==> config.mk <==
export PLATFORM = sky130hd
export DESIGN_NAME = prio_irq_ctrl
export DESIGN_NICKNAME = d
export VERILOG_FILES = /design/src/rtl/irq_pkg.sv /design/src/rtl/irq_pend_reg.sv /design/src/rtl/irq_prio_enc.sv /design/src/rtl/irq_vec_port.sv /design/src/rtl/prio_irq_ctrl.sv
export SDC_FILE = /design/constraint.sdc
export NUM_CORES = 1
export LEC_CHECK = 0
export BUFFER_PORTS_ARGS = -buffer_cell sky130_fd_sc_hd__buf_2
export CORE_UTILIZATION = 35
export CTS_BUF_LIST = sky130_fd_sc_hd__clkbuf_16
export CTS_CLUSTER_SIZE = 24
export DETAILED_ROUTE_END_ITERATION = 16
export PLACE_DENSITY_LB_ADDON = 0.08
export SLEW_MARGIN = 20
export SYNTH_ARGS = -nofsm -noshare
export SYNTH_HDL_FRONTEND = slang
export SYNTH_SLANG_ARGS = --single-unit
==> constraint.sdc <==
create_clock -name clk -period 2.8 [get_ports clk]
set_input_delay 0.14 -clock clk [delete_from_list [all_inputs] [get_ports clk]]
set_output_delay 0.14 -clock clk [all_outputs]
set_load 0.02 [all_outputs]
==> src/rtl/irq_pkg.sv <==
package irq_pkg;
   typedef enum logic [1:0] {
      IEN_KEEP  = 2'd0,
      IEN_RAISE = 2'd1,
      IEN_DROP  = 2'd2
   } ien_cmd_t;

   function automatic ien_cmd_t ien_decode(input logic on_c, input logic off_c,
                                           input logic take_c);
      if (take_c || off_c) return IEN_DROP;
      if (on_c)            return IEN_RAISE;
      return IEN_KEEP;
   endfunction
endpackage

==> src/rtl/irq_pend_reg.sv <==
module irq_pend_reg #(
   parameter int NUM_SRC = 4
) (
   input  logic               clk,
   input  logic               rst_n,
   input  logic [NUM_SRC-1:0] req_i,
   input  logic [NUM_SRC-1:0] clr_i,
   output logic [NUM_SRC-1:0] pend_o
);
   logic [NUM_SRC-1:0] req_q;

   for (genvar g = 0; g < NUM_SRC; g++) begin : g_src
      logic rise;
      assign rise = req_i[g] & ~req_q[g];

      always_ff @(posedge clk) begin
         if (!rst_n) begin
            req_q[g]  <= 1'b0;
            pend_o[g] <= 1'b0;
         end else begin
            req_q[g] <= req_i[g];
            if (rise)          pend_o[g] <= 1'b1;
            else if (clr_i[g]) pend_o[g] <= 1'b0;
         end
      end
   end
endmodule

==> src/rtl/irq_prio_enc.sv <==
module irq_prio_enc #(
   parameter int NUM_SRC = 4,
   parameter int CODE_W  = 2
) (
   input  logic [NUM_SRC-1:0] masked_i,
   output logic [CODE_W-1:0]  code_o,
   output logic               any_o
);
   assign any_o = |masked_i;

   if (NUM_SRC == 4 && CODE_W == 2) begin : g_four
      logic hi_bit, lo_bit;
      assign hi_bit = ~masked_i[0] & ~masked_i[1];
      assign lo_bit = (~masked_i[0] & masked_i[1]) | (~masked_i[0] & ~masked_i[2]);
      assign code_o = {hi_bit, lo_bit};
   end else begin : g_generic
      always_comb begin
         code_o = '1;
         for (int i = NUM_SRC - 1; i >= 0; i--) begin
            if (masked_i[i]) code_o = CODE_W'(i);
         end
      end
   end
endmodule

==> src/rtl/irq_vec_port.sv <==
module irq_vec_port #(
   parameter int CODE_W = 2,
   parameter int BUS_W  = 8
) (
   input  logic              clk,
   input  logic              rst_n,
   input  logic              ack_i,
   input  logic [CODE_W-1:0] code_i,
   output logic              take_o,
   output logic              oe_o,
   output logic [BUS_W-1:0]  vec_o
);
   localparam int PAD_W = BUS_W - CODE_W;

   logic [CODE_W-1:0] code_q;

   assign take_o = ack_i & ~oe_o;

   always_ff @(posedge clk) begin
      if (!rst_n) begin
         oe_o   <= 1'b0;
         code_q <= '0;
      end else if (!ack_i) begin
         oe_o <= 1'b0;
      end else if (take_o) begin
         oe_o   <= 1'b1;
         code_q <= code_i;
      end
   end

   assign vec_o = oe_o ? {{PAD_W{1'b0}}, code_q} : '0;
endmodule

==> src/rtl/prio_irq_ctrl.sv <==
module prio_irq_ctrl
   import irq_pkg::*;
#(
   parameter int NUM_SRC = 4,
   parameter int BUS_W   = 8
) (
   input  logic               clk,
   input  logic               rst_n,
   input  logic [NUM_SRC-1:0] req_i,
   input  logic [NUM_SRC-1:0] pend_clr_i,
   input  logic               mask_wr_i,
   input  logic [NUM_SRC-1:0] mask_wdata_i,
   input  logic               ien_on_i,
   input  logic               ien_off_i,
   input  logic               ack_i,
   output logic               int_o,
   output logic               vec_oe_o,
   output logic [BUS_W-1:0]   vec_o
);
   localparam int CODE_W = (NUM_SRC > 1) ? $clog2(NUM_SRC) : 1;

   if (NUM_SRC < 2) begin : g_bad_src
      $error("prio_irq_ctrl: NUM_SRC must be at least 2");
   end
   if (BUS_W <= CODE_W) begin : g_bad_bus
      $error("prio_irq_ctrl: BUS_W must exceed the code width");
   end

   logic [NUM_SRC-1:0] pend;
   logic [NUM_SRC-1:0] mask_q;
   logic [NUM_SRC-1:0] masked;
   logic [CODE_W-1:0]  code;
   logic               ist;
   logic               ien_q;
   logic               take;
   ien_cmd_t           ien_cmd;

   irq_pend_reg #(.NUM_SRC(NUM_SRC)) u_pend (
      .clk    (clk),
      .rst_n  (rst_n),
      .req_i  (req_i),
      .clr_i  (pend_clr_i),
      .pend_o (pend)
   );

   always_ff @(posedge clk) begin
      if (!rst_n)         mask_q <= '0;
      else if (mask_wr_i) mask_q <= mask_wdata_i;
   end

   assign masked = pend & mask_q;

   irq_prio_enc #(.NUM_SRC(NUM_SRC), .CODE_W(CODE_W)) u_enc (
      .masked_i (masked),
      .code_o   (code),
      .any_o    (ist)
   );

   irq_vec_port #(.CODE_W(CODE_W), .BUS_W(BUS_W)) u_vec (
      .clk    (clk),
      .rst_n  (rst_n),
      .ack_i  (ack_i),
      .code_i (code),
      .take_o (take),
      .oe_o   (vec_oe_o),
      .vec_o  (vec_o)
   );

   assign ien_cmd = ien_decode(ien_on_i, ien_off_i, take);

   always_ff @(posedge clk) begin
      if (!rst_n) ien_q <= 1'b0;
      else begin
         case (ien_cmd)
            IEN_RAISE: ien_q <= 1'b1;
            IEN_DROP:  ien_q <= 1'b0;
            default:   ien_q <= ien_q;
         endcase
      end
   end

   assign int_o = ien_q & ist;
endmodule

==> impl_metrics.json <==
{
  "leakage_nw": 0.404,
  "area.growth.synth_to_final_pct": 26.1,
  "global_route_wire_length_before_repair_mm": 1.79,
  "detail_route.vias_per_cell": 4.18,
  "antenna_found_initial": 0,
  "drt.antenna.violating_nets": 0,
  "report.power.total_w": 0.000575,
  "postCtsSetupRepairBufs": 0,
  "syn-mean-instance-area_um2": 9.30,
  "critPathArrivalTime_ps": 1070,
  "clock_path_buffers": 2,
  "cts_resized": 0,
  "clock_tree.htree_level_count": 1,
  "synth.yosys.warnings": 0,
  "drt-pass1-iter-count": 3,
  "die_x_um": 45.4,
  "grt-ovfl-total": 0,
  "seqCellArea_um2": 320,
  "floorplan.initialDensity_pct": 37.8,
  "design.die.area_um2": 2070,
  "n_antenna_cell": 0,
  "post-route-drc-count": 0,
  "root_buffer_cell": "sky130_fd_sc_hd__clkbuf_16",
  "core_region_area_um2": 1750,
  "power.density_cell_area_nw_per_um2": 691,
  "ys_types": 21,
  "layout-drive-gt1-share_pct": 31.2,
  "cp_max_fo": 3,
  "vias_in_the_first_global_route": 431,
  "finalWeightedCongestion": 0.653,
  "clock_latency_ps": 240,
  "fp-row-count": 15,
  "worst_ir_drop_vdd_mv": 0.469,
  "critPathCaptureType": "primary output",
  "start_kind": "flop",
  "worst-setup-path-type": "reg -> out",
  "worst-endpoint-required_ps": 2660,
  "final_instance_area_um2": 833,
  "grt_start_max_net_pins": 12,
  "period_share_pct": 43.3,
  "synth.ff_latch_count": 16,
  "track_usage_pct": 13.2,
  "nFillCells": 191,
  "finalCriticalPeriod_ps": 1210,
  "hp-class": "in -> reg",
  "finalMaxSlewViolations": 0,
  "dpl-instance-area_um2": 754,
  "multi_input_comb_area_um2": 272,
  "design.portCount": 28,
  "finalHoldViolations": 0,
  "average_detailed_routed_wire_length_per_instance_um": 9.63,
  "place.detailed.hpwl_um": 854,
  "sum_of_routed_wire_length_over_all_layers_mm": 1.14,
  "achievable-frequency_mhz": 825,
  "detailroute.via_count": 493,
  "finish.net_count": 112,
  "total_clock_buffers_created_by_cts": 3,
  "setup_repair_after_global_routing_missed_its_margin": "false",
  "drt_iter0_drc": 18,
  "cts.reportedPaths.clkPinSlew_ps": 50,
  "cts_tree": "yes",
  "max_cap_violations": 0,
  "clock_sinks": 16,
  "status": "completed",
  "post_cts_hold_buffer_count": 0,
  "timing.setup.tns_ps": 0,
  "report.final.setup_viol": 0,
  "synth_seq_area_share_pct": 48.5,
  "worst_clock_skew_ps": 0.628,
  "synth.cell_area_um2": 661,
  "place.port_buffers": 21,
  "die_height_um": 45.4,
  "netlist_instances": 71
}
routing by layer:
| layer | up-vias | GRT usage, % | wire length, µm |
|---|---|---|---|
| li1 | 261 | - | - |
| met4 | 0 | 7.27 | 21 |
| met5 | - | 0 | 0 |
| met1 | 211 | 16.0 | 536 |
| met3 | 2 | 7.14 | 80 |
| met2 | 19 | 18.6 | 496 |
worst max-delay path: stages, from the launching register on:
cell and delay, ps:
sky130_fd_sc_hd__dfxtp_1 310, sky130_fd_sc_hd__a22oi_1 230, sky130_fd_sc_hd__a21boi_0 110, sky130_fd_sc_hd__buf_2 170
state kept, by name (all words and copies together), names as in the netlist:
name / flops
u_vec.oe_o: 1
ien_q: 1
u_pend.pend_o: 4
mask_q: 4
u_vec.code_q: 2
u_pend.req_q: 4
cells in the final DEF, fill, tap and decap left out, drive strengths merged:
cell type and count:
clkinv 1, buf 21, and2 8, nor2 8, a21oi 3, inv 7
a22oi 2, nand2b 3, dfxtp 16, a311o 1, mux2i 4, nor4 1
conb 6, clkbuf 3, nand2 4, o22ai 3, a21boi 1, and2b 1
cell usage after synthesis:
library cell | number | area, µm²
sky130_fd_sc_hd__dfxtp_1 | 16 | 320
sky130_fd_sc_hd__nor2_1 | 8 | 30.0
sky130_fd_sc_hd__inv_1 | 7 | 26.3
sky130_fd_sc_hd__and2_1 | 6 | 37.5
sky130_fd_sc_hd__buf_4 | 6 | 45.0
sky130_fd_sc_hd__mux2i_1 | 4 | 40.0
sky130_fd_sc_hd__nand2_1 | 4 | 15.0
sky130_fd_sc_hd__o22ai_1 | 3 | 18.8
sky130_fd_sc_hd__a21oi_1 | 2 | 10.0
sky130_fd_sc_hd__a22oi_1 | 2 | 15.0
sky130_fd_sc_hd__and2_2 | 2 | 15.0
sky130_fd_sc_hd__nand2b_1 | 2 | 12.5
sky130_fd_sc_hd__a21boi_0 | 1 | 7.51
sky130_fd_sc_hd__a21oi_2 | 1 | 8.76
sky130_fd_sc_hd__a311o_1 | 1 | 10.0
sky130_fd_sc_hd__and2b_2 | 1 | 8.76
sky130_fd_sc_hd__buf_6 | 1 | 11.3
sky130_fd_sc_hd__clkbuf_2 | 1 | 5.00
sky130_fd_sc_hd__conb_1 | 1 | 3.75
sky130_fd_sc_hd__nand2b_4 | 1 | 13.8
sky130_fd_sc_hd__nor4_1 | 1 | 6.26
cell type report:
class	count	share of cell area, %
clock buffers	3	9.01
clock inverters	1	0.450
inverters	7	3.15
multi-input cells	45	32.6
flip-flops and latches	16	38.4
well taps	25	3.75
repair buffers	21	12.6
metrics by stage:
step	utilization, %	instances	hold WS [ps]	worst slack, ps
floorplan	-	76	217	1740
global placement	43.2	114	306	1850
CTS	47.7	118	52.9	1560
finish	47.7	118	55.4	1590
detailed placement	43.2	114	309	1830
global route	47.7	118	57.6	1520
where the power goes:
group	total, W	switching [W]	internal, W
Clock	0.000271	0.0000821	0.000189
Combinational	0.0000543	0.0000288	0.0000255
Sequential	0.000250	0.00000776	0.000242
Total	0.000575	0.000119	0.000457
worst paths after layout:
check | start | endpoint | slack [ps] | cells after the start
max reg2reg | u_vec.oe_o$_SDFFE_PN0P_ | u_vec.code_q[0]$_SDFFE_PN0P_ | 1820 | 3
max | mask_q[1]$_SDFFE_PN0P_ | int_o | 1590 | 3
min reg2reg | u_vec.code_q[1]$_SDFFE_PN0P_ | u_vec.code_q[1]$_SDFFE_PN0P_ | 460 | 2
min | ien_off_i | ien_q$_SDFFE_PN0P_ | 60 | 2
cells by family after synthesis:
family / synth area share (%)
buffers and inverters: 13.3
other: 0.568
flip-flops: 48.5
AO/OA/AOI/OAI: 10.6
multiplexers: 6.06
AND/OR/NAND/NOR: 21.0
(Power assumes the default switching activity.)
